--- src/rtl/ctl_seq_pkg.sv ---
package ctl_seq_pkg;
  typedef enum logic [1:0] {
    STG_IDLE   = 2'd0,
    STG_SETUP  = 2'd1,
    STG_DATA   = 2'd2,
    STG_STATUS = 2'd3
  } stage_t;

  typedef enum logic [1:0] {
    HS_NONE  = 2'd0,
    HS_ACK   = 2'd1,
    HS_NAK   = 2'd2,
    HS_STALL = 2'd3
  } hs_t;

  // Handshake for a data-phase token (IN when tok_is_in, else OUT).
  function automatic hs_t pick_hs(stage_t s, logic stall, logic arm,
                                  logic dir_in, logic tok_is_in);
    hs_t h;
    if (stall) h = HS_STALL;
    else begin
      case (s)
        STG_DATA:   h = (arm && (tok_is_in == dir_in)) ? HS_ACK : HS_NAK;
        STG_STATUS: h = (tok_is_in != dir_in) ? HS_ACK : HS_NAK;
        default:    h = HS_NAK;
      endcase
    end
    return h;
  endfunction

  function automatic logic stage_open(stage_t s);
    return (s == STG_SETUP) || (s == STG_DATA);
  endfunction
endpackage

--- src/rtl/ctl_seq_flags.sv ---
module ctl_seq_flags (
  input  logic clk,
  input  logic rst_n,
  input  logic ev_setup,
  input  logic fw_dsen,
  input  logic fw_stall,
  input  logic arm_clear,
  output logic arm_q,
  output logic stall_q
);
  always_ff @(posedge clk) begin
    if (!rst_n) begin
      arm_q   <= 1'b0;
      stall_q <= 1'b0;
    end else if (ev_setup) begin
      arm_q   <= 1'b0;
      stall_q <= 1'b0;
    end else begin
      if (fw_dsen)        arm_q <= 1'b1;
      else if (arm_clear) arm_q <= 1'b0;
      if (fw_stall)       stall_q <= 1'b1;
    end
  end
endmodule

--- src/rtl/ctl_seq_stage.sv ---
module ctl_seq_stage
  import ctl_seq_pkg::*;
(
  input  logic   clk,
  input  logic   rst_n,
  input  logic   ev_setup,
  input  logic   setup_dir_in,
  input  logic   fw_dsen,
  input  logic   fw_status,
  input  logic   ev_status_ack,
  output stage_t stage_q,
  output logic   dir_q
);
  always_ff @(posedge clk) begin
    if (!rst_n) begin
      stage_q <= STG_IDLE;
      dir_q   <= 1'b0;
    end else if (ev_setup) begin
      stage_q <= STG_SETUP;
      dir_q   <= setup_dir_in;
    end else if (ev_status_ack) begin
      stage_q <= STG_IDLE;
    end else if (fw_status && stage_open(stage_q)) begin
      stage_q <= STG_STATUS;
    end else if (fw_dsen && stage_q == STG_SETUP) begin
      stage_q <= STG_DATA;
    end
  end
endmodule

--- src/rtl/ctl_seq_resp.sv ---
module ctl_seq_resp
  import ctl_seq_pkg::*;
(
  input  logic   clk,
  input  logic   rst_n,
  input  logic   tok_setup,
  input  logic   tok_in,
  input  logic   tok_out,
  input  stage_t stage_q,
  input  logic   stall_q,
  input  logic   arm_q,
  input  logic   dir_q,
  output logic   ev_status_ack,
  output hs_t    resp_q,
  output logic   resp_vld_q
);
  logic tok_data;
  hs_t  hs_now;

  assign tok_data      = (tok_in || tok_out) && !tok_setup;
  assign hs_now        = pick_hs(stage_q, stall_q, arm_q, dir_q, tok_in);
  assign ev_status_ack = tok_data && (stage_q == STG_STATUS) && (hs_now == HS_ACK);

  always_ff @(posedge clk) begin
    if (!rst_n) begin
      resp_q     <= HS_NONE;
      resp_vld_q <= 1'b0;
    end else begin
      resp_vld_q <= tok_setup || tok_data;
      if (tok_setup)     resp_q <= HS_ACK;
      else if (tok_data) resp_q <= hs_now;
      else               resp_q <= HS_NONE;
    end
  end
endmodule

--- src/rtl/ctl_stage_seq.sv ---
module ctl_stage_seq
  import ctl_seq_pkg::*;
(
  input  logic       clk,
  input  logic       rst_n,
  input  logic       tok_setup,
  input  logic       setup_dir_in,
  input  logic       tok_in,
  input  logic       tok_out,
  input  logic       hs_done,
  input  logic       fw_dsen,
  input  logic       fw_status,
  input  logic       fw_stall,
  output logic [1:0] stage,
  output logic [1:0] resp,
  output logic       resp_vld,
  output logic       dsen_rdata
);
  stage_t stage_q;
  hs_t    resp_q;
  logic   arm_q, stall_q, dir_q;
  logic   ev_setup, ev_status_ack, ev_enter_status, arm_clear;

  assign ev_setup        = tok_setup;
  assign ev_enter_status = fw_status && stage_open(stage_q);
  assign arm_clear       = hs_done || ev_enter_status;

  ctl_seq_flags u_flags (
    .clk(clk), .rst_n(rst_n), .ev_setup(ev_setup), .fw_dsen(fw_dsen),
    .fw_stall(fw_stall), .arm_clear(arm_clear), .arm_q(arm_q), .stall_q(stall_q)
  );

  ctl_seq_stage u_stage (
    .clk(clk), .rst_n(rst_n), .ev_setup(ev_setup), .setup_dir_in(setup_dir_in),
    .fw_dsen(fw_dsen), .fw_status(fw_status), .ev_status_ack(ev_status_ack),
    .stage_q(stage_q), .dir_q(dir_q)
  );

  ctl_seq_resp u_resp (
    .clk(clk), .rst_n(rst_n), .tok_setup(tok_setup), .tok_in(tok_in),
    .tok_out(tok_out), .stage_q(stage_q), .stall_q(stall_q), .arm_q(arm_q),
    .dir_q(dir_q), .ev_status_ack(ev_status_ack), .resp_q(resp_q),
    .resp_vld_q(resp_vld)
  );

  assign stage      = stage_q;
  assign resp       = resp_q;
  assign dsen_rdata = 1'b0;
endmodule

--- config.mk ---
export PLATFORM = sky130hd
export DESIGN_NAME = ctl_stage_seq
export DESIGN_NICKNAME = d
export VERILOG_FILES = /design/src/rtl/ctl_seq_pkg.sv /design/src/rtl/ctl_seq_flags.sv /design/src/rtl/ctl_seq_stage.sv /design/src/rtl/ctl_seq_resp.sv /design/src/rtl/ctl_stage_seq.sv
export SDC_FILE = /design/constraint.sdc
export NUM_CORES = 1
export LEC_CHECK = 0
export CAP_MARGIN = 20
export CELL_PAD_IN_SITES_DETAIL_PLACEMENT = 0
export CELL_PAD_IN_SITES_GLOBAL_PLACEMENT = 2
export CORE_MARGIN = 3
export CORE_UTILIZATION = 23
export CTS_CLUSTER_DIAMETER = 200
export DETAILED_ROUTE_END_ITERATION = 16
export PLACE_DENSITY_LB_ADDON = 0.1
export SLEW_MARGIN = 0
export SYNTH_ARGS = -nofsm -noshare
export SYNTH_HDL_FRONTEND = slang
export SYNTH_SLANG_ARGS = --single-unit
--- constraint.sdc ---
create_clock -name clk -period 1.68 [get_ports clk]
set_input_delay 0.168 -clock clk [delete_from_list [all_inputs] [get_ports clk]]
set_output_delay 0.168 -clock clk [all_outputs]
set_load 0.05 [all_outputs]
Yosys cells after proc, flatten, opt, wreduce, memory -nomap -nowiden

Index checks and enable logic that the tools add are counted.

Flip-flop bits (word level): 8
Bits of input ports: 10
Output and inout bits: 6
Word-level logic and storage cells: 45

Eq/ne operators: 6
Multiplexer cells: 12
Bitwise operators: 2
Reductions and logical operators: 17

Operators with widths:

| kind                                                 | count |
|---|---|
| two-way mux 2 bit                                    | 5 |
| logical AND 1 bit                                    | 6 |
| two-way mux 1 bit                                    | 6 |
| OR reduction 3 bit                                   | 2 |
| equality test 2 x 1 -> 1 bit (second input constant) | 2 |
| equality test 2 bit (second input constant)          | 2 |
| logical OR 1 bit                                     | 4 |
| case mux 2 bit (2 select lines)                      | 1 |
| nonzero test 2 bit                                   | 2 |
| nonzero test 4 bit                                   | 1 |
| NOT 1 bit                                            | 2 |
| OR reduction 2 bit                                   | 1 |
| equality test 1 bit                                  | 1 |
| zero test 1 bit                                      | 1 |
| != test 1 bit                                        | 1 |

Longest topological paths before layout

Word-level depth: 9
Mapped depth: 6
Depth with buffers taken out: 6

Modules after synthesis

A second synthesis with hierarchy kept.

Cells, all modules: 41
Area total of the unflattened synthesis: 396.6 sq um

By module, submodules not included:

| module        | times used | cells each | area each (sq um) | sequential area each (sq um) |
|---|---|---|---|---|
| ctl_seq_resp  | 1          | 15         | 155.1             | 60.1 |
| ctl_seq_stage | 1          | 14         | 141.4             | 60.1 |
| ctl_seq_flags | 1          | 8          | 72.6              | 40.0 |
| ctl_stage_seq | 1          | 4          | 27.5              | 0.0 |

Worst setup path after synthesis

OpenSTA, ideal clock, no wires.

Kind: flip-flop to flip-flop
From: register u_stage.stage_q[0]
To: register u_stage.stage_q[1]
Library setup time: 0.146 ns
Data arrival time: 1.643 ns
Required time: 1.534 ns
Slack: -0.109 ns
Cell stages (with the launch flop): 6
Path buffers: 0
Clock period less this slack: 1.789 ns
Path through: dfxtp_1 -> inv_1 -> ha_1 -> a21boi_2 -> a2111oi_2 -> a221oi_1

Longest elaborated chain between the ends: 6
Elaborated cells between the ends (all ways): 14
Classes of those cells: eq/ne: 4; mux: 3; reduce/logical: 7

Ends and longest elaborated chain:

| what                                   | line                                                     | RTL |
|---|---|---|
| from (decl)                            | ctl_seq_stage.sv:11                                      | `output stage_t stage_q,` |
| from (signal assigned)                 | ctl_seq_stage.sv:16                                      | `stage_q <= STG_IDLE;` |
| from (signal assigned)                 | ctl_seq_stage.sv:19                                      | `stage_q <= STG_SETUP;` |
| from (signal assigned)                 | ctl_seq_stage.sv:22                                      | `stage_q <= STG_IDLE;` |
| equality test 2 bit (on tied branches) | ctl_seq_pkg.sv:22, ctl_seq_resp.sv:22, ctl_seq_pkg.sv:32 |  |
| case mux 2 bit (2 select lines)        | ctl_seq_pkg.sv:22                                        | `case (s)` |
| two-way mux 2 bit                      | ctl_seq_pkg.sv:20                                        | `if (stall) h = HS_STALL;` |
| equality test 2 x 1 -> 1 bit           | ctl_seq_resp.sv:22                                       | `assign ev_status_ack = tok_data && (stage_q == STG_STATUS) && (hs_now == HS_ACK);` |
| logical AND 1 bit                      | ctl_seq_resp.sv:22                                       |  |
| OR reduction 3 bit (no line)           | --                                                       |  |

Parallel ways exist; a longest one is shown, timed or not.
A chain may end at the register's enable or synchronous reset.

Worst setup path after layout

From: register u_resp.resp_q[1]
To: output port resp[1]

RTL lines:

| what                   | line                | RTL |
|---|---|---|
| from (decl)            | ctl_seq_resp.sv:14  | `output hs_t resp_q,` |
| from (signal assigned) | ctl_seq_resp.sv:31  | `else if (tok_data) resp_q <= hs_now;` |
| to (decl)              | ctl_stage_seq.sv:15 | `output logic [1:0] resp,` |

No word-level cell between the ends.

==> flow_results.xml <==
<?xml version="1.0" encoding="UTF-8"?>
<metrics>
  <group name="run_status">
    <metric name="run_status" unit="">complete, no violations</metric>
  </group>
  <group name="final_layout">
    <metric name="top_library_cells_by_usage_in_the_layout_fill_and_taps_aside" unit="">12 x sky130_fd_sc_hd__clkdlybuf4s50_1, 6 x sky130_fd_sc_hd__nor2_1, 6 x sky130_fd_sc_hd__dfxtp_1</metric>
    <metric name="drive_above_1_share" unit="%">20.0</metric>
    <metric name="final_nets" unit="">76</metric>
    <metric name="area_growth_syn_to_layout" unit="%">50.0</metric>
    <metric name="layout_commonest_cell" unit="">sky130_fd_sc_hd__clkdlybuf4s50_1</metric>
    <metric name="antenna_cells" unit="">0</metric>
  </group>
  <group name="cts">
    <metric name="post-cts-setup-buffers" unit="">0</metric>
    <metric name="ctsLongestPathBuffers" unit="">2</metric>
    <metric name="clkSlewWorstSetupHoldPaths" unit="ps">60</metric>
    <metric name="root_buffer" unit="">sky130_fd_sc_hd__clkbuf_4</metric>
    <metric name="clkSinkCount" unit="">8</metric>
    <metric name="clkLatencyLatePin" unit="ps">260</metric>
    <metric name="tritoncts" unit="">done</metric>
    <metric name="cts_max_level" unit="">1</metric>
    <metric name="cts_inserted_buffers" unit="">3</metric>
  </group>
  <group name="timing">
    <metric name="finalHoldViolCount" unit="">0</metric>
    <metric name="relSlewSlack" unit="%">66.6</metric>
    <metric name="worst_slew_pin_tran" unit="ps">499</metric>
    <metric name="fin_skew" unit="ps">5.70</metric>
    <metric name="setup_viol" unit="">0</metric>
    <metric name="final.setup.worst_slack" unit="ps">136</metric>
    <metric name="report.final.slew_viol_count" unit="">0</metric>
    <metric name="rsz0062_at_grt" unit="">false</metric>
    <metric name="max_freq" unit="MHz">648</metric>
    <metric name="fin_tns_setup" unit="ps">0</metric>
    <metric name="min_period_over_period" unit="%">91.9</metric>
    <metric name="post-route-min-period" unit="ps">1540</metric>
  </group>
  <group name="critical_path">
    <metric name="crit_buf_inv" unit="">1</metric>
    <metric name="worstPathArrival" unit="ps">1380</metric>
    <metric name="timing.critical_path.required" unit="ps">1510</metric>
    <metric name="critPathKind" unit="">flip-flop to output pin</metric>
    <metric name="worstSetupEndpointType" unit="">output pin</metric>
    <metric name="crit_chain" unit="">clkdlybuf4s50_1</metric>
    <metric name="worstSetupStartpointType" unit="">flip-flop</metric>
    <metric name="timing.critical_path.slowest_cell_delay" unit="ps">800</metric>
    <metric name="crit_path_max_fanout" unit="">1</metric>
    <metric name="cp_top_family" unit="">buffers and inverters</metric>
    <metric name="crit_slowest_cell" unit="">sky130_fd_sc_hd__clkdlybuf4s50_1</metric>
  </group>
  <group name="power">
    <metric name="pwr-share-comb" unit="%">26.0</metric>
    <metric name="seq_power_share" unit="%">42.9</metric>
    <metric name="share_clk_of_total_power" unit="%">31.1</metric>
    <metric name="worst_ir_drop_vdd" unit="V">0.000270</metric>
    <metric name="cell_internal_pwr" unit="mW">0.342</metric>
    <metric name="p_leak" unit="nW">0.239</metric>
    <metric name="p_sw_share" unit="%">31.4</metric>
    <metric name="post-layout-total-power" unit="mW">0.498</metric>
    <metric name="power_dens_cells" unit="nW/µm²">805</metric>
    <metric name="switch_pwr" unit="mW">0.156</metric>
  </group>
  <group name="die">
    <metric name="i_o_pins" unit="">16</metric>
    <metric name="floorplan.die.width" unit="µm">48.4</metric>
    <metric name="die-area" unit="µm²">2340</metric>
    <metric name="design.core.area" unit="µm²">1590</metric>
    <metric name="initial_utilization" unit="%">25.9</metric>
    <metric name="core.rowCount" unit="">14</metric>
    <metric name="floorplan.die.height" unit="µm">48.4</metric>
  </group>
  <group name="logic_synthesis">
    <metric name="synthDistinctLibCells" unit="">21</metric>
    <metric name="synth_fp_nets" unit="">57</metric>
    <metric name="synthesis.yosys.warnings" unit="">0</metric>
    <metric name="synth_area_per_cell" unit="µm²">9.60</metric>
    <metric name="yosys_register_bits" unit="">8</metric>
    <metric name="synthCells" unit="">43</metric>
    <metric name="synth_sequential_area_ratio" unit="%">38.8</metric>
    <metric name="syn_area" unit="µm²">413</metric>
  </group>
  <group name="grt">
    <metric name="grt_pass1_vias" unit="">346</metric>
    <metric name="grt_ovf" unit="">0</metric>
    <metric name="grt_antenna_before_repair" unit="">0</metric>
    <metric name="first_pass_grt_wire_length" unit="µm">1530</metric>
    <metric name="grt_start_max_net_pins" unit="">6</metric>
    <metric name="track_usage" unit="%">8.93</metric>
  </group>
  <group name="worst_hold_path">
    <metric name="hold_class" unit="">input pin to flip-flop</metric>
  </group>
  <group name="route">
    <metric name="drt_pass1_iterations" unit="">4</metric>
    <metric name="wl_per_cell" unit="µm">11.8</metric>
    <metric name="vias_per_cell" unit="">4.45</metric>
    <metric name="routed-via-count" unit="">374</metric>
    <metric name="postRouteWirelength" unit="µm">988</metric>
    <metric name="drt_drc_violations_left" unit="">0</metric>
    <metric name="ant_nets" unit="">0</metric>
    <metric name="drt-initial-drc-count" unit="">6</metric>
  </group>
  <group name="placed_design">
    <metric name="io_buffers" unit="">14</metric>
    <metric name="globalplace.congestion" unit="">0.723</metric>
    <metric name="pre_cts_ws" unit="ps">-64.4</metric>
  </group>
  <group name="run">
    <metric name="max_cap_viol_count" unit="">0</metric>
  </group>
</metrics>
-- registers in the layout (all words and copies together) (netlist names) --
register	count
u_stage.dir_q	1
u_stage.stage_q	2
u_resp.resp_vld_q	1
u_flags.stall_q	1
u_resp.resp_q	2
u_flags.arm_q	1
-- power by group through the flow --
stage / registers [mW] / logic, mW / clock network [mW]
after global placement: 0.217 / 0.125 / 0
after floorplan: 0.245 / 0.0466 / 0
after detailed placement: 0.218 / 0.124 / 0
final: 0.214 / 0.130 / 0.155
after CTS: 0.213 / 0.125 / 0.159
after global routing: 0.216 / 0.138 / 0.171
-- layer usage --
metal,global-route usage [%],wire [µm]
met4,7.11,31
met2,13.3,463
met3,2.76,40
met5,0,0
met1,10.5,453
-- cells in the mapped netlist --
library cell,count,area share [%]
sky130_fd_sc_hd__buf_4,1,1.8
sky130_fd_sc_hd__inv_1,3,2.7
sky130_fd_sc_hd__xnor2_2,1,3.9
sky130_fd_sc_hd__nor3_1,1,1.2
sky130_fd_sc_hd__ha_1,4,12
sky130_fd_sc_hd__nor3b_1,1,1.8
sky130_fd_sc_hd__nor2b_1,2,3.0
sky130_fd_sc_hd__nor2_1,6,5.5
sky130_fd_sc_hd__a21oi_1,4,4.8
sky130_fd_sc_hd__o21ai_0,1,1.2
sky130_fd_sc_hd__dfxtp_1,8,39
sky130_fd_sc_hd__nand3_1,1,1.2
sky130_fd_sc_hd__a2111oi_1,1,2.4
sky130_fd_sc_hd__nand2b_1,1,1.5
sky130_fd_sc_hd__a221oi_1,1,2.1
sky130_fd_sc_hd__o31a_1,2,4.2
sky130_fd_sc_hd__mux2i_1,1,2.4
sky130_fd_sc_hd__a21boi_2,1,2.7
sky130_fd_sc_hd__conb_1,1,0.91
sky130_fd_sc_hd__o31ai_1,1,1.8
sky130_fd_sc_hd__a2111oi_2,1,3.6
-- logic make-up after synthesis --
| group | count (synthesis) | share of synthesized area, % |
|---|---|---|
| AO/OA/AOI/OAI | 12 | 23.0 |
| XOR/XNOR | 1 | 3.94 |
| adder cells (fa/ha/maj) | 4 | 12.1 |
| buffers and inverters | 4 | 4.55 |
| flip-flops | 8 | 38.8 |
| multiplexers | 1 | 2.42 |
| other | 1 | 0.908 |
| AND/OR/NAND/NOR | 12 | 14.2 |
-- worst paths after layout --
path | startpoint | to | slack (ps) | depth (start not counted)
hold / removal | fw_stall | u_flags.stall_q$_SDFFE_PP0P_ | 490 | 3
hold reg to reg | u_stage.stage_q[1]$_SDFFE_PP0P_ | u_stage.stage_q[1]$_SDFFE_PP0P_ | 540 | 2
setup / recovery | u_resp.resp_q[1]$_SDFF_PP0_ | resp[1] | 140 | 1
setup reg to reg | u_stage.stage_q[0]$_SDFFE_PN0P_ | u_stage.stage_q[1]$_SDFFE_PP0P_ | 230 | 5
-- stage by stage --
step / utilization [%] / instances / area, µm² / hold slack, ps
floorplan: - / 43 / 415 / 284
global placement: 36.4 / 81 / 581 / 526
detailed placement: 36.4 / 81 / 581 / 532
CTS: 37.8 / 84 / 603 / 492
global route: 38.9 / 84 / 619 / 512
finish: 38.9 / 84 / 619 / 489
-- cell type report --
cell class                      instances  area [µm²]
Clock buffer                            3        22.5
Fill cell                             157         975
Inverter                                3        11.3
Multi-Input combinational cell         31         250
Sequential cell                         8         163
Tap cell                               24        30.0
Timing Repair Buffer                   15         143
-- what timing repair did --
| item | in CTS | in global routing |
|---|---|---|
| gates resized for setup | 0 | 2 |
| hold buffers | 0 | 0 |
| endpoints found under the setup margin | 0 | 1 |
Power figures use the tool's default switching activity.
